<file path="src/rtl/tdm_pkg.sv">
package tdm_pkg;

    // Slot-level state of the framing engine
    typedef enum logic [2:0] {
        ST_HUNT  = 3'd0,
        ST_GAP   = 3'd1,
        ST_CTRL  = 3'd2,
        ST_PCM_A = 3'd3,
        ST_PCM_B = 3'd4
    } slot_state_e;

    localparam int unsigned NUM_PORTS = 3;

endpackage

</file>
<file path="src/rtl/tdm_frame_fsm.sv">
module tdm_frame_fsm
    import tdm_pkg::*;
#(
    parameter int unsigned SLOTS     = 32,
    parameter int unsigned BYTE_W    = 8,
    parameter int unsigned CTRL_SLOT = 1,
    localparam int unsigned SLOT_W   = $clog2(SLOTS),
    localparam int unsigned BIT_W    = $clog2(BYTE_W)
) (
    input  logic              clk,
    input  logic              rst_n,
    input  logic              fp_n,
    output slot_state_e       state_q,
    output logic              ph_q,
    output logic [BIT_W-1:0]  bit_q,
    output logic              slot_enter,
    output logic [SLOT_W-1:0] slot_next,
    output logic              byte_done,
    output logic              rx_sample
);

    localparam logic [BIT_W-1:0]  LAST_BIT  = BIT_W'(BYTE_W - 1);
    localparam logic [SLOT_W-1:0] LAST_SLOT = SLOT_W'(SLOTS - 1);

    logic [SLOT_W-1:0] slot_q, slot_d;
    logic [BIT_W-1:0]  bit_d;
    logic              ph_d;
    slot_state_e       state_d;
    logic              in_slot;

    function automatic slot_state_e slot_decode(input logic [SLOT_W-1:0] s);
        if (s == SLOT_W'(CTRL_SLOT))          return ST_CTRL;
        else if (s == SLOT_W'(CTRL_SLOT + 1)) return ST_PCM_A;
        else if (s == SLOT_W'(CTRL_SLOT + 2)) return ST_PCM_B;
        else                                  return ST_GAP;
    endfunction

    // Next position and next state
    always_comb begin
        slot_d  = slot_q;
        bit_d   = bit_q;
        ph_d    = ph_q;
        state_d = state_q;
        if (!fp_n) begin
            slot_d  = '0;
            bit_d   = '0;
            ph_d    = 1'b0;
            state_d = slot_decode(SLOT_W'(0));
        end else if (state_q != ST_HUNT) begin
            ph_d = ~ph_q;
            if (ph_q) begin
                if (bit_q == LAST_BIT) begin
                    bit_d  = '0;
                    slot_d = (slot_q == LAST_SLOT) ? '0 : slot_q + 1'b1;
                end else begin
                    bit_d = bit_q + 1'b1;
                end
            end
            state_d = slot_decode(slot_d);
        end
    end

    // State register
    always_ff @(posedge clk or negedge rst_n) begin
        if (!rst_n) begin
            state_q <= ST_HUNT;
            slot_q  <= '0;
            bit_q   <= '0;
            ph_q    <= 1'b0;
        end else begin
            state_q <= state_d;
            slot_q  <= slot_d;
            bit_q   <= bit_d;
            ph_q    <= ph_d;
        end
    end

    // Timing strobes for the data paths
    always_comb begin
        in_slot    = (state_q == ST_CTRL) || (state_q == ST_PCM_A) || (state_q == ST_PCM_B);
        slot_enter = (state_d != ST_HUNT) && !ph_d && (bit_d == '0);
        slot_next  = slot_d;
        rx_sample  = fp_n && in_slot && ph_q;
        byte_done  = rx_sample && (bit_q == LAST_BIT);
    end

endmodule

</file>
<file path="src/rtl/tdm_tx_path.sv">
module tdm_tx_path
    import tdm_pkg::*;
#(
    parameter int unsigned SLOTS     = 32,
    parameter int unsigned BYTE_W    = 8,
    parameter int unsigned CTRL_SLOT = 1,
    localparam int unsigned SLOT_W   = $clog2(SLOTS),
    localparam int unsigned BIT_W    = $clog2(BYTE_W)
) (
    input  logic                               clk,
    input  logic                               rst_n,
    input  slot_state_e                        state_q,
    input  logic [BIT_W-1:0]                   bit_q,
    input  logic                               slot_enter,
    input  logic [SLOT_W-1:0]                  slot_next,
    input  logic                               ctrl_en,
    input  logic                               pcm_a_en,
    input  logic                               pcm_b_live,
    input  logic [NUM_PORTS-1:0][BYTE_W-1:0]   tx_bytes,
    output logic                               tx_ser,
    output logic                               tx_oe
);

    logic [NUM_PORTS-1:0][BYTE_W-1:0] hold_q;
    logic [BIT_W-1:0]                 idx;

    // Each port's byte is captured when the slot ahead of its own begins
    for (genvar g = 0; g < NUM_PORTS; g++) begin : g_hold
        always_ff @(posedge clk or negedge rst_n) begin
            if (!rst_n) begin
                hold_q[g] <= '0;
            end else if (slot_enter && (slot_next == SLOT_W'(CTRL_SLOT - 1 + g))) begin
                hold_q[g] <= tx_bytes[g];
            end
        end
    end

    // Output process: MSB first, selected by the slot state
    always_comb begin
        idx    = BIT_W'(BYTE_W - 1) - bit_q;
        tx_oe  = 1'b0;
        tx_ser = 1'b0;
        unique case (state_q)
            ST_CTRL: begin
                tx_oe  = ctrl_en;
                tx_ser = ctrl_en & hold_q[0][idx];
            end
            ST_PCM_A: begin
                tx_oe  = 1'b1;
                tx_ser = pcm_a_en & hold_q[1][idx];
            end
            ST_PCM_B: begin
                tx_oe  = 1'b1;
                tx_ser = pcm_b_live & hold_q[2][idx];
            end
            ST_HUNT, ST_GAP: begin
                tx_oe  = 1'b0;
                tx_ser = 1'b0;
            end
            default: begin
                tx_oe  = 1'b0;
                tx_ser = 1'b0;
            end
        endcase
    end

endmodule

</file>
<file path="src/rtl/tdm_rx_path.sv">
module tdm_rx_path
    import tdm_pkg::*;
#(
    parameter int unsigned BYTE_W = 8
) (
    input  logic                             clk,
    input  logic                             rst_n,
    input  slot_state_e                      state_q,
    input  logic                             rx_sample,
    input  logic                             byte_done,
    input  logic                             rx_ser,
    input  logic                             pcm_a_en,
    input  logic                             pcm_b_live,
    output logic [NUM_PORTS-1:0][BYTE_W-1:0] rx_bytes,
    output logic [NUM_PORTS-1:0]             rx_vld
);

    logic [BYTE_W-1:0]    sh_q;
    logic [BYTE_W-1:0]    full_byte;
    logic [NUM_PORTS-1:0] take;

    always_comb begin
        full_byte = {sh_q[BYTE_W-2:0], rx_ser};
        take[0]   = (state_q == ST_CTRL);
        take[1]   = (state_q == ST_PCM_A) && pcm_a_en;
        take[2]   = (state_q == ST_PCM_B) && pcm_b_live;
    end

    always_ff @(posedge clk or negedge rst_n) begin
        if (!rst_n) begin
            sh_q <= '0;
        end else if (rx_sample) begin
            sh_q <= full_byte;
        end
    end

    for (genvar g = 0; g < NUM_PORTS; g++) begin : g_port
        logic [BYTE_W-1:0] byte_q;
        logic              vld_q;
        always_ff @(posedge clk or negedge rst_n) begin
            if (!rst_n) begin
                byte_q <= '0;
                vld_q  <= 1'b0;
            end else begin
                vld_q <= byte_done && take[g];
                if (byte_done && take[g]) begin
                    byte_q <= full_byte;
                end
            end
        end
        assign rx_bytes[g] = byte_q;
        assign rx_vld[g]   = vld_q;
    end

endmodule

</file>
<file path="src/rtl/tdm_slot_if.sv">
module tdm_slot_if
    import tdm_pkg::*;
#(
    parameter int unsigned SLOTS     = 32,
    parameter int unsigned BYTE_W    = 8,
    parameter int unsigned CTRL_SLOT = 1
) (
    input  logic              clk,
    input  logic              rst_n,
    input  logic              fp_n,
    input  logic              rx_ser,
    output logic              tx_ser,
    output logic              tx_oe,
    input  logic              ctrl_en,
    input  logic              pcm_a_en,
    input  logic              pcm_b_en,
    input  logic [BYTE_W-1:0] ctrl_tx_byte,
    input  logic [BYTE_W-1:0] pcm_a_tx_byte,
    input  logic [BYTE_W-1:0] pcm_b_tx_byte,
    output logic [BYTE_W-1:0] ctrl_rx_byte,
    output logic              ctrl_rx_vld,
    output logic [BYTE_W-1:0] pcm_a_rx_byte,
    output logic              pcm_a_rx_vld,
    output logic [BYTE_W-1:0] pcm_b_rx_byte,
    output logic              pcm_b_rx_vld
);

    localparam int unsigned SLOT_W = $clog2(SLOTS);
    localparam int unsigned BIT_W  = $clog2(BYTE_W);

    slot_state_e                      slot_state;
    logic                             cell_phase;
    logic [BIT_W-1:0]                 bit_pos;
    logic                             slot_enter;
    logic [SLOT_W-1:0]                slot_next;
    logic                             byte_done;
    logic                             rx_sample;
    logic                             pcm_b_live;
    logic [NUM_PORTS-1:0][BYTE_W-1:0] tx_bytes;
    logic [NUM_PORTS-1:0][BYTE_W-1:0] rx_bytes;
    logic [NUM_PORTS-1:0]             rx_vld;

    // Slot 3 yields to slot 2 when both PCM enables are set
    assign pcm_b_live = pcm_b_en & ~pcm_a_en;
    assign tx_bytes   = {pcm_b_tx_byte, pcm_a_tx_byte, ctrl_tx_byte};

    tdm_frame_fsm #(
        .SLOTS(SLOTS), .BYTE_W(BYTE_W), .CTRL_SLOT(CTRL_SLOT)
    ) u_fsm (
        .clk        (clk),
        .rst_n      (rst_n),
        .fp_n       (fp_n),
        .state_q    (slot_state),
        .ph_q       (cell_phase),
        .bit_q      (bit_pos),
        .slot_enter (slot_enter),
        .slot_next  (slot_next),
        .byte_done  (byte_done),
        .rx_sample  (rx_sample)
    );

    tdm_tx_path #(
        .SLOTS(SLOTS), .BYTE_W(BYTE_W), .CTRL_SLOT(CTRL_SLOT)
    ) u_tx (
        .clk        (clk),
        .rst_n      (rst_n),
        .state_q    (slot_state),
        .bit_q      (bit_pos),
        .slot_enter (slot_enter),
        .slot_next  (slot_next),
        .ctrl_en    (ctrl_en),
        .pcm_a_en   (pcm_a_en),
        .pcm_b_live (pcm_b_live),
        .tx_bytes   (tx_bytes),
        .tx_ser     (tx_ser),
        .tx_oe      (tx_oe)
    );

    tdm_rx_path #(
        .BYTE_W(BYTE_W)
    ) u_rx (
        .clk        (clk),
        .rst_n      (rst_n),
        .state_q    (slot_state),
        .rx_sample  (rx_sample),
        .byte_done  (byte_done),
        .rx_ser     (rx_ser),
        .pcm_a_en   (pcm_a_en),
        .pcm_b_live (pcm_b_live),
        .rx_bytes   (rx_bytes),
        .rx_vld     (rx_vld)
    );

    assign ctrl_rx_byte  = rx_bytes[0];
    assign pcm_a_rx_byte = rx_bytes[1];
    assign pcm_b_rx_byte = rx_bytes[2];
    assign ctrl_rx_vld   = rx_vld[0];
    assign pcm_a_rx_vld  = rx_vld[1];
    assign pcm_b_rx_vld  = rx_vld[2];

endmodule

</file>
<file path="config.mk">
export PLATFORM = sky130hd
export DESIGN_NAME = tdm_slot_if
export DESIGN_NICKNAME = d
export VERILOG_FILES = /design/src/rtl/tdm_pkg.sv /design/src/rtl/tdm_frame_fsm.sv /design/src/rtl/tdm_tx_path.sv /design/src/rtl/tdm_rx_path.sv /design/src/rtl/tdm_slot_if.sv
export SDC_FILE = /design/constraint.sdc
export NUM_CORES = 1
export LEC_CHECK = 0
export BUFFER_PORTS_ARGS = -buffer_cell sky130_fd_sc_hd__buf_2
export CORE_AREA = 2 2 64 96
export CTS_CLUSTER_SIZE = 14
export DETAILED_ROUTE_END_ITERATION = 16
export DIE_AREA = 0 0 66 98
export GPL_TIMING_DRIVEN = 0
export MAX_ROUTING_LAYER = met4
export PLACE_DENSITY = 0.82
export SLEW_MARGIN = 30
export SYNTH_ARGS = -nofsm -noshare
export SYNTH_HDL_FRONTEND = slang
export SYNTH_HIERARCHICAL = 1
export SYNTH_SLANG_ARGS = --single-unit
</file>
<file path="constraint.sdc">
create_clock -name clk -period 8 [get_ports clk]
set_input_delay 1.6 -clock clk [delete_from_list [all_inputs] [get_ports clk]]
set_output_delay 1.6 -clock clk [all_outputs]
set_load 0.03 [all_outputs]
</file>
---- Word-level counts from Yosys, hierarchy flattened ----
Index checks and enable logic that the tools add are counted.
word-level totals
  output and inout port bits .............. 29
  logic and storage cells ................. 81
  flip-flop bits (word level) ............. 70
  bits of input ports ..................... 31
cells by class
  eq/ne operators ......................... 10
  add/subtract/negate cells ............... 3
  multiplexer cells ....................... 26
  reduce and logical (&&, ||, !) cells .... 21
  order comparisons ....................... 1
  bitwise gates (word level) .............. 6
operators by type and width
  operator               count
  $mux W5                7
  $mux W3                9
  $eq A5 B2 Y1 const B   3
  $logic_and A1 B1 Y1    13
  $eq A5 B1 Y1 const B   2
  $bmux W1 S3            3
  $eq A3 B2 Y1 const B   2
  $eq A3 B3 Y1 const B   2
  $reduce_bool A3 Y1     2
  $add A5 B1 Y5 const B  1
  $eq A5 B5 Y1 const B   1
  $logic_not A5 Y1       1
  $mux W1                5
  $and A1 B1 Y1          4
  $lt A3 B4 Y1 const B   1
  $add A3 B1 Y3 const B  1
  $logic_not A3 Y1       1
  $pmux W1 S3            1
  $sub A3 B3 Y3 const A  1
  $logic_or A1 B1 Y1     2
  $not A1 Y1             2
  $pmux W1 S2            1
  $reduce_or A2 Y1       1
  $logic_not A1 Y1       1

---- Logic depth before layout (Yosys ltp) ----
Gate-level depths: netlist of run 1.
  depth in word-level cells ............... 16
  gate-level depth with buffers ........... 9
  mapped depth without buffers ............ 9

---- Hierarchy ----
Netlist of run 1, hierarchy kept.
by module, submodules not included
  module         sequential area each (µm²)  times used  cells an instance  area an instance (µm²)
  tdm_rx_path    850.8                       1           76                 1,305.0
  tdm_tx_path    600.6                       1           83                 1,199.9
  tdm_frame_fsm  300.3                       1           78                 737.0
  tdm_slot_if    0.0                         1           1                  13.8

---- Worst setup path before layout of run 1 ----
OpenSTA, ideal clock, no wires.
  path type ............................... input to output
  start point ............................. in pcm_b_en
  end point ............................... out tx_ser
  path buffers ............................ 0
  cell stages on the path ................. 3
  path slack .............................. 4.083 ns
  data arrival time ....................... 2.317 ns
  required time ........................... 6.400 ns
  cells stage by stage .................... nor2b_4 -> nand4_1 -> o211ai_1
between the ends
  cells in the longest elaborated chain, start to end .. 3
RTL lines
  element        RTL line           RTL
  from (decl)    tdm_slot_if.sv:16  input logic pcm_b_en,
  $and A1 B1 Y1  tdm_slot_if.sv:44  assign pcm_b_live = pcm_b_en & ~pcm_a_en;
  $and A1 B1 Y1  tdm_tx_path.sv:54  tx_ser = pcm_b_live & hold_q[2][idx];
  $pmux W1 S3    tdm_tx_path.sv:43  unique case (state_q)
  to (decl)      tdm_slot_if.sv:12  output logic tx_ser,
Every way passes these cells.

---- Worst setup path after layout of run 1 ----
  start point ............................. in pcm_a_en
  end point ............................... out tx_ser
between the ends
  cells in the longest elaborated chain, start to end .. 4
  elaborated cells between the ends (all ways) .. 5
  classes of those cells .................. 1 x mux; 4 x bitwise
RTL lines
  element         RTL line           RTL
  from (decl)     tdm_slot_if.sv:15  input logic pcm_a_en,
  $not A1 Y1      tdm_slot_if.sv:44
  $and A1 B1 Y1   tdm_slot_if.sv:44
  net pcm_b_live  tdm_slot_if.sv:38  logic pcm_b_live;
  $and A1 B1 Y1   tdm_tx_path.sv:54
  $pmux W1 S3     tdm_tx_path.sv:43
The timed path passes the listed nets, and every way through them passes these cells.

==> results of run 1 <==
-- stage by stage --
stage	setup slack (ns)	cells	total power [W]	hold WS, ns	area [um^2]
2_1_floorplan	4.08	238	0.000403	0.470	3260
6_report	4.08	385	0.000701	0.502	3870
3_3_place_gp	4.08	369	0.000423	0.478	3640
3_5_place_dp	4.07	370	0.000427	0.488	3670
5_1_grt	4.01	385	0.000732	0.520	3870
4_1_cts	4.07	385	0.000709	0.504	3870
-- cell type report --
type / count / area share [%]
Clock buffer: 10 / 3.56
Buffer: 11 / 1.91
Multi-Input combinational cell: 155 / 36.8
Inverter: 2 / 0.194
Clock inverter: 5 / 1.52
Timing Repair Buffer: 60 / 8.41
Sequential cell: 70 / 45.3
Tap cell: 72 / 2.33
-- power by group through the flow --
| stage | sequential [W] | combinational [W] | clock [W] |
|---|---|---|---|
| final | 0.000370 | 0.0000497 | 0.000281 |
| after global routing | 0.000371 | 0.0000555 | 0.000305 |
| after CTS | 0.000370 | 0.0000505 | 0.000289 |
| after detailed placement | 0.000377 | 0.0000502 | 0 |
| after global placement | 0.000376 | 0.0000469 | 0 |
| after floorplan | 0.000375 | 0.0000279 | 0 |
-- cells in the final DEF, fill, tap and decap left out, types with 3 or more instances in the layout --
cell type and n:
mux2i_1 10, nand2_1 9, buf_4 5, dfrtp_1 70, ha_1 4, mux4_1 3
nand3_1 4, o21ai_0 5, mux2_2 57, clkbuf_1 3, and3_1 3, nand3b_1 4
nor2_1 12, a21oi_1 6, nand4b_1 4, clkbuf_8 10, nor3_1 4, buf_2 60
-- path summary, 6_finish.rpt --
kind	end	slack, ns	from
max in group asynchronous	u_fsm/state_q[1]	6.35	rst_n
min in group asynchronous	u_tx/hold_q[0]	1.13	rst_n
hold reg to reg	u_rx/g_port[2].byte_q[2]	0.50	u_rx/g_port[2].byte_q[2]
hold / removal	u_rx/g_port[2].byte_q[2]	0.50	u_rx/g_port[2].byte_q[2]
setup / recovery	tx_ser	4.08	pcm_a_en
setup reg to reg	u_tx/hold_q[4]	5.01	u_fsm/slot_q[1]
-- registers in the layout, summed over array words and instances, names as in the netlist --
signal	flops
u_rx/g_port.byte_q	24
u_tx/hold_q	24
u_rx/sh_q	7
u_fsm/slot_q	5
u_fsm/bit_q	3
u_fsm/state_q	3
u_rx/g_port.vld_q	3
u_fsm/ph_q	1
-- logic make-up after synthesis --
kind of cell             after synthesis
flip-flops                            70
buffers and inverters                 13
multiplexers                          70
AO/OA/AOI/OAI                         20
AND/OR/NAND/NOR                       58
XOR/XNOR                               3
adder cells (fa/ha/maj)                4
-- layer usage --
metal  GRT usage (%)  vias to the layer above  part of all wire (%)
met5               -                        -                     0
met1            27.6                     1065                    42
met4            9.11                        0                   1.9
li1                -                     1008                     -
met3            4.49                       10                   4.5
met2            34.1                       61                    52
==> summary.md, run 1 <==
| Metric | Value |
|---|---|
| Ant diodes | `0` |
| Die height | `98 um` |
| Post-synth EDFFs | `0` |
| Critical Path Start Type | `input pin` |
| Critical path's largest stage delay | `0.22 ns` |
| Seq/Total Area, Yosys | `53.8%` |
| Synth top cells by count | `dfrtp_1, mux2_2, nor2_1, mux2i_1, nand2_1` |
| Min Tclk post-route | `3.92 ns` |
| Asr flop ratio synth | `100%` |
| Initial antenna violation count | `0` |
| Worst R2R Path Depth | `9` |
| Final Setup Violations | `0` |
| Distinct cells, synth | `44` |
| Worst skew pair latency | `0.34 ns` |
| Net Switching | `0.000160 W` |
| Mux share of post-synthesis cell area | `25.2%` |
| Worst-Margin Slew | `0.543 ns` |
| Cell Int Power | `0.000542 W` |
| Slowest stage cell, crit path | `buf_2` |
| CTS Hold Bufs | `0` |
| Setup CP Type | `input pin to output pin` |
| Synth Area in Compound Gates | `3.96%` |
| Post-Route Utilization | `67.8%` |
| Initial DRC count | `108` |
| Sw Share | `22.8%` |
| CTS tree | `yes` |
| DRC | `0` |
| Leakage power | `1.99 nW` |
| Multi-input logic area | `1420 um^2` |
| TritonCTS buffer count | `9` |
| Die Wd | `66 um` |
| Crit path max-delay family | `buffers and inverters` |
| XOR/XNOR share of the synthesized area | `0.807%` |
| TritonRoute pass-1 iters | `4` |
| Synthesized netlist cell count | `238` |
| Synth warn | `6` |
| CTS max path bufs | `2` |
| Simple-Gate Fraction of Synth Area | `12.2%` |
| WL/cell | `15.7 um` |
| Area share of the largest cell type after synthesis | `53.8%` |
| Final slew viol count | `0` |
| Starting Density | `57.1%` |
| Number of port buffers | `59` |
| Max Fclk | `255 MHz` |
| Skew final | `0.00638 ns` |
| Status | `complete, no violations` |
| Storage cell area | `1750 um^2` |
| Crit path max fanout | `3` |
| Area leader, netlist | `dfrtp_1` |
| Maximum VDD drop | `150 uV` |
| Vias | `2144` |
| Register bit total from synthesis | `70` |
| Crit path cell chain | `buf_2 -> nor2b_4 -> nand4_1 -> o211ai_1 -> buf_2` |
| Total I/O pin count | `60` |
| Vias/cell | `5.57` |
| Final WL | `6.04 mm` |
| Final HPWL DP | `4.35 mm` |
| Max cap viols | `0` |
| Sequential share of power | `52.8%` |
| Antenna-violating nets left | `0` |
| Average cell area after synthesis | `13.7 um^2` |
| Layout overhead on the synthesized area | `18.8%` |
| Post_cts resized | `0` |
| Die Area | `6470 um^2` |
| Synth top area cells | `dfrtp_1, mux2_2, mux2i_1` |
| Floorplan row count | `34` |
| WP data required | `6.40 ns` |
| Global placement routability congestion | `0.819` |
| Adder-cell share of the synthesized area | `1.54%` |
| Clk pwr share | `40.1%` |
| CP Capture Type | `output pin` |
| Grt ovf | `0` |
| Layout net count | `344` |
| Final Hold Fails | `0` |
| Gr usage total | `21.8%` |
| Hold depth | `1` |
| Crit path DAT | `2.32 ns` |
| Comb power frac | `7.1%` |
| Post-CTS Setup Inserts | `0` |
| CP most frequent cell | `buf_2` |
| Largest family of logic cells by synthesized area | `multiplexers` |
| CP Depth | `5` |
| Core area | `5700 um^2` |
| Largest net degree at the start of global routing | `53` |
| Crit path buffers/inverters | `2` |
| Share of post-route cells with drive strength above 1 | `47.0%` |
| Most common cell in the netlist | `dfrtp_1` |
| Total Neg Setup Slack | `0 ns` |
| Tcrit/Tclk final | `49.0%` |
| Number of H-tree levels | `3` |
| Mapped Area | `3260 um^2` |
| RSZ-0062 raised after global routing | `false` |
| CTS sink cnt | `70` |
| Vias in the first global route | `2233` |
| Worst-path clk slew | `0.07 ns` |
| First-pass GRT wire length | `10.4 mm` |
| Max-slew headroom | `63.3%` |
| Syn Nets | `273` |
| Top FF cell, synth | `dfrtp_1` |
| Number of fill cells | `438` |
| Power per cell area | `181 nW/um^2` |
| Clock Root Buffer | `clkbuf_8` |
| Worst hold path type | `flop to flop` |
No activity file was read; power rests on OpenSTA's default activity.
==> run 2, diff against run 1 <==
--- a/config.mk
+++ b/config.mk
@@ -6,13 +6,13 @@
 export NUM_CORES = 1
 export LEC_CHECK = 0
 export BUFFER_PORTS_ARGS = -buffer_cell sky130_fd_sc_hd__buf_2
-export CORE_AREA = 2 2 64 96
+export CORE_AREA = 2 2 66 100
 export CTS_CLUSTER_SIZE = 14
 export DETAILED_ROUTE_END_ITERATION = 16
-export DIE_AREA = 0 0 66 98
+export DIE_AREA = 0 0 68 102
 export GPL_TIMING_DRIVEN = 0
 export MAX_ROUTING_LAYER = met4
-export PLACE_DENSITY = 0.82
+export PLACE_DENSITY = 0.77
 export SLEW_MARGIN = 30
 export SYNTH_ARGS = -nofsm -noshare
 export SYNTH_HDL_FRONTEND = slang
==> constraint.sdc (replaced) <==
create_clock -name clk -period 3.88 [get_ports clk]
set_input_delay 0.776 -clock clk [delete_from_list [all_inputs] [get_ports clk]]
set_output_delay 0.776 -clock clk [all_outputs]
set_load 0.03 [all_outputs]
==> run 2 against run 1 <==
Effect of this change: core utilization down 3.1 points; die area grew 7.2%; first-iteration DRC count down 9.3%; total power rose by 120%; via count up 0.37%; combinational power is 110% higher; final cell count rose by 0.78%; critical path depth rose by 1; wire length fell by 2.8%; largest cell class unchanged; sequential power grew 110%.
==> summary.md, run 2 (same netlist as run 1, synthesis figures left out) <==
| Metric | Value |
|---|---|
| Die Wd | `68 um` |
| Max Fclk | `339 MHz` |
| DRC | `0` |
| Final Hold Fails | `0` |
| Final HPWL DP | `4.28 mm` |
| Power per cell area | `399 nW/um^2` |
| Worst skew pair latency | `0.35 ns` |
| Starting Density | `53.9%` |
| Initial DRC count | `98` |
| Number of H-tree levels | `3` |
| CTS sink cnt | `70` |
| Layout net count | `344` |
| Setup CP Type | `flop to output pin` |
| Min Tclk post-route | `2.95 ns` |
| Number of fill cells | `464` |
| Vias in the first global route | `2151` |
| First-pass GRT wire length | `9.80 mm` |
| Vias/cell | `5.55` |
| Max cap viols | `0` |
| Critical Path Start Type | `flop` |
| CP Capture Type | `output pin` |
| Clock Root Buffer | `clkbuf_8` |
| CTS Hold Bufs | `0` |
| Core area | `6040 um^2` |
| CTS max path bufs | `2` |
| Gr usage total | `20.1%` |
| Crit path max fanout | `9` |
| Total I/O pin count | `60` |
| Ant diodes | `0` |
| Layout overhead on the synthesized area | `20.1%` |
| Maximum VDD drop | `359 uV` |
| Crit path DAT | `2.18 ns` |
| TritonRoute pass-1 iters | `4` |
| RSZ-0062 raised after global routing | `false` |
| Die Area | `6940 um^2` |
| Post-CTS Setup Inserts | `0` |
| Global placement routability congestion | `0.821` |
| Max-slew headroom | `69.6%` |
| Worst hold path type | `input pin to asynchronous set/reset pin` |
| Final Setup Violations | `0` |
| Post_cts resized | `0` |
| Grt ovf | `0` |
| Most frequent cells in the layout | `dfrtp_1, buf_2, mux2_2, nor2_1, mux2i_1` |
| Top Registers | `u_rx/g_port.byte_q (24), u_tx/hold_q (24), u_rx/sh_q (7)` |
| Tcrit/Tclk final | `76.1%` |
| Floorplan row count | `35` |
| WL/cell | `15.1 um` |
| Skew final | `0.00960 ns` |
| Worst R2R Path Depth | `9` |
| CTS tree | `yes` |
| Leakage power | `2.01 nW` |
| Antenna-violating nets left | `0` |
| Vias | `2152` |
| Worst flop-to-flop path endpoint | `u_tx/hold_q[5]` |
| Final Power | `0.00156 W` |
| Share of post-route cells with drive strength above 1 | `46.8%` |
| Final slew viol count | `0` |
| Final WL | `5.88 mm` |
| Crit path capture | `tx_ser` |
| Largest net degree at the start of global routing | `54` |
| R2r setup slk | `0.93 ns` |
| Status | `complete, no violations` |
| Most common cell after layout, fill and taps aside | `dfrtp_1` |
| Reg-to-Reg Start | `u_fsm/slot_q[1]` |
| Total Neg Setup Slack | `0 ns` |
| WP data required | `3.10 ns` |
| Worst-path clk slew | `0.07 ns` |
| Die height | `102 um` |
| Initial antenna violation count | `0` |
| TritonCTS buffer count | `9` |
| Critical Path Source | `u_fsm/bit_q[0]` |
| Worst-Margin Slew | `0.450 ns` |
| Number of port buffers | `59` |
## run 2: changes by cell type in the layout (fill, tap and decap cells not counted), sizes merged
cell      change
clkinvlp      -2
bufinv        +2
clkinv        +1
## run 2: area by class of cell
| type | instances | area, um^2 | area share [%] |
|---|---|---|---|
| sequential | 70 | 1750 | 44.8 |
| multi-input combinational | 155 | 1420 | 36.4 |
| timing repair buffer | 60 | 325 | 8.32 |
| clock buffer | 10 | 128 | 3.26 |
| clock inverter | 6 | 109 | 2.78 |
| tap | 74 | 92.6 | 2.37 |
| buffer | 11 | 73.8 | 1.89 |
| inverter | 2 | 7.51 | 0.192 |
## run 2: critical path: stages, from the launching register on
cell and delay, ns:
dfrtp_1 0.42, buf_6 0.16, mux4_1 0.55, mux2_2 0.31, nand4b_1 0.10, o211ai_1 0.09, buf_2 0.20
## run 2: per-layer routing
layer	part of all wire, %	vias to the layer above	wire [um]	GRT usage (%)
met5	0	-	0	-
met4	2.1	0	125	8.46
met3	4.0	12	235	5.40
met2	52	53	3050	30.8
met1	42	1068	2470	25.0
li1	-	1019	-	-
## run 2: where the power goes
part | total, W | switching (W) | leakage [nW] | internal, W
clock network | 0.000696 | 0.000269 | 0.121 | 0.000427
logic | 0.000102 | 0.0000479 | 0.946 | 0.0000536
registers | 0.000763 | 0.0000112 | 0.947 | 0.000752
## run 2: worst min-delay path by stage
stage,to,slack [ns],depth (start not counted)
floorplan,u_tx/hold_q[10],0.47,1
global placement,u_tx/hold_q[9],0.48,1
detailed placement,u_tx/hold_q[2],0.49,1
CTS,u_tx/hold_q[3],0.29,1
global route,u_tx/hold_q[20],0.30,1
finish,u_tx/hold_q[20],0.30,1
## run 2: through the flow
stage,setup slack (ns),area (um^2),utilization [%],std cells,hold slack [ns]
global placement,1.01,3640,60.3,371,0.480
floorplan,1.29,3260,-,238,0.470
global route,0.671,3910,64.7,388,0.300
CTS,0.898,3910,64.7,388,0.291
detailed placement,0.938,3670,60.8,372,0.487
finish,0.927,3910,64.7,388,0.297
==> run 3, diff against run 2 <==
--- a/config.mk
+++ b/config.mk
@@ -6,13 +6,13 @@
 export NUM_CORES = 1
 export LEC_CHECK = 0
 export BUFFER_PORTS_ARGS = -buffer_cell sky130_fd_sc_hd__buf_2
-export CORE_AREA = 2 2 66 100
+export CORE_AREA = 2 2 69 104
 export CTS_CLUSTER_SIZE = 14
 export DETAILED_ROUTE_END_ITERATION = 16
-export DIE_AREA = 0 0 68 102
+export DIE_AREA = 0 0 71 106
 export GPL_TIMING_DRIVEN = 0
 export MAX_ROUTING_LAYER = met4
-export PLACE_DENSITY = 0.77
+export PLACE_DENSITY = 0.75
 export SLEW_MARGIN = 30
 export SYNTH_ARGS = -nofsm -noshare
 export SYNTH_HDL_FRONTEND = slang
==> constraint.sdc (replaced) <==
create_clock -name clk -period 2.5 [get_ports clk]
set_input_delay 0.5 -clock clk [delete_from_list [all_inputs] [get_ports clk]]
set_output_delay 0.5 -clock clk [all_outputs]
set_load 0.03 [all_outputs]
==> run 3 against run 2 <==
Effect of this change: the flow now finishes with violations (setup timing); global-route usage shrank 0.30 points; register-to-register slack lost 0.98 ns; clock skew shrank 0.0026 ns; via count grew 4.0%; setup slack lost 0.98 ns; clock power grew 17%; wire length grew 18%; sequential share of layout area shrank 2.5 points; core utilization shrank 2.8 points; critical path depth is the same; final cell count grew 5.2%; first-iteration DRC count grew 21%; critical path type unchanged; largest cell class unchanged; largest power group unchanged.
==> summary.md, run 3 (same netlist as run 1, synthesis figures left out) <==
| Metric | Value |
|---|---|
| CTS Hold Bufs | `0` |
| Most frequent cells in the layout | `dfrtp_1, buf_2, mux2_2, buf_4, clkbuf_8` |
| Tcrit/Tclk final | `102%` |
| Crit path max fanout | `5` |
| Violated checks | `setup timing` |
| CP Depth | `6` |
| Worst-Margin Slew | `0.490 ns` |
| Most common cell after layout, fill and taps aside | `dfrtp_1` |
| Final Power | `0.00218 W` |
| Setup CP Type | `flop to output pin` |
| DRC | `0` |
| Final WL | `6.91 mm` |
| TritonRoute pass-1 iters | `4` |
| Worst-path clk slew | `0.07 ns` |
| Worst skew pair latency | `0.34 ns` |
| Total I/O pin count | `60` |
| Power per cell area | `526 nW/um^2` |
| Critical path's largest stage delay | `0.50 ns` |
| Crit path cell chain | `buf_6 -> mux4_2 -> mux2_4 -> nand4b_1 -> o211ai_1 -> buf_4` |
| Max-slew headroom | `67.3%` |
| Layout overhead on the synthesized area | `27.6%` |
| Share of post-route cells with drive strength above 1 | `56.4%` |
| Starting Density | `48.5%` |
| Post-Route Utilization | `61.9%` |
| Fin cells | `408` |
| Die Area | `7530 um^2` |
| Final Setup Violations | `16` |
| CTS max path bufs | `2` |
| Cell Int Power | `0.00170 W` |
| Skew final | `0.00699 ns` |
| Worst hold path type | `input pin to asynchronous set/reset pin` |
| Number of port buffers | `59` |
| Final HPWL DP | `4.55 mm` |
| Clk pwr share | `37.2%` |
| Grt ovf | `0` |
| WL/cell | `16.9 um` |
| Placed Instance Area | `3700 um^2` |
| Final slew viol count | `0` |
| Storage cell area | `1760 um^2` |
| Vias | `2239` |
| Placed Cells | `376` |
| Initial antenna violation count | `0` |
| Net Switching | `0.000487 W` |
| Gr usage total | `19.8%` |
| Antenna-violating nets left | `0` |
| Status | `finished with violations` |
| CP Capture Type | `output pin` |
| WP data required | `2.00 ns` |
| Sw Share | `22.3%` |
| Critical Path Start Type | `flop` |
| Slowest stage cell, crit path | `mux4_2` |
| CTS sink cnt | `70` |
| Number of H-tree levels | `3` |
| Max Fclk | `392 MHz` |
| Core area | `6710 um^2` |
| Worst R2R Path Depth | `9` |
| RSZ-0062 raised after global routing | `true` |
| Die Wd | `71 um` |
| Max cap viols | `0` |
| Crit path max-delay family | `multiplexers` |
| Final Cell Area | `4160 um^2` |
| Ant diodes | `0` |
| Largest net degree at the start of global routing | `53` |
| Floorplan row count | `37` |
| Number of fill cells | `518` |
| Clock Root Buffer | `clkbuf_8` |
| Final Hold Fails | `0` |
| Comb power frac | `8.5%` |
| Top Registers | `u_rx/g_port.byte_q (24), u_tx/hold_q (24), u_rx/sh_q (7)` |
| Min Tclk post-route | `2.55 ns` |
| Layout net count | `362` |
| CTS tree | `yes` |
| Die height | `106 um` |
| Leakage power | `2.08 nW` |
| Crit path DAT | `2.05 ns` |
| Maximum VDD drop | `432 uV` |
| Global placement routability congestion | `0.812` |
| Vias/cell | `5.49` |
| Multi-input logic area | `1550 um^2` |
| Crit path buffers/inverters | `2` |
| Setup WS post-layout | `-0.0479 ns` |
| Vias in the first global route | `2323` |
| Sequential share of power | `54.3%` |
| TritonCTS buffer count | `9` |
| First-pass GRT wire length | `11.1 mm` |
| Initial DRC count | `119` |
==> run 3: cell count changes in the layout (fill, tap and decap cells not counted), moves of 3 or more <==
cell,delta
ha_1,-4
dfrtp_2,+4
bufinv_16,-3
dfrtp_1,-4
clkbuf_8,+3
mux4_1,-3
ha_4,+3
mux4_2,+3
buf_4,+16
==> run 3: routing by layer <==
metal  up-vias  global-route usage [%]  share of wire [%]
met3         8                    4.36                3.1
met4         0                    7.68                1.6
met5         -                       -                  0
li1       1049                       -                  -
met1      1141                    22.0                 41
met2        41                    34.2                 55
==> run 3: final timing paths <==
kind,start,endpoint,slack (ns)
worst max-delay path,u_fsm/bit_q[0],tx_ser,-0.05
worst min-delay path,rst_n,u_tx/hold_q[21],0.03
worst max register to register,u_fsm/state_q[1],u_tx/hold_q[3],-0.05
worst min register to register,u_rx/g_port[0].byte_q[7],u_rx/g_port[0].byte_q[7],0.50
max in group asynchronous,rst_n,u_fsm/state_q[0],1.92
min in group clk,ctrl_tx_byte[1],u_tx/hold_q[1],0.38
==> run 3: final cells by class <==
class	count	area share [%]
sequential	70	42.3
inverter	2	0.181
timing repair buffer	78	11.7
multi-input combinational	155	37.4
clock buffer	13	4.07
buffer	11	1.90
tap	78	2.35
clock inverter	1	0.120
==> run 3: per-stage QoR <==
stage | TNS, ns | hold slack, ns | worst slack [ns]
6_report | -0.429 | 0.0317 | -0.0479
5_1_grt | -3.29 | 0.0363 | -0.181
4_1_cts | -0.213 | 0.0202 | -0.0715
3_5_place_dp | -7.20 | 0.399 | -0.319
3_3_place_gp | -5.39 | 0.481 | -0.246
2_1_floorplan | 0 | 0.204 | 0.00972
==> run 3: power by group through the flow <==
stage	clock network, W	logic, W	registers [W]
after floorplan	0	0.0000895	0.00120
after global placement	0	0.000153	0.00120
after detailed placement	0	0.000163	0.00121
after CTS	0.000837	0.000185	0.00119
after global routing	0.000882	0.000203	0.00119
final	0.000813	0.000185	0.00119
==> run 3: timing repair <==
item,CTS,global route
hold endpoints to repair,0,0
buffers inserted,13,5
setup endpoints to repair,25,25
gates cloned,0,0
pin swaps,8,3
resized for setup,20,15
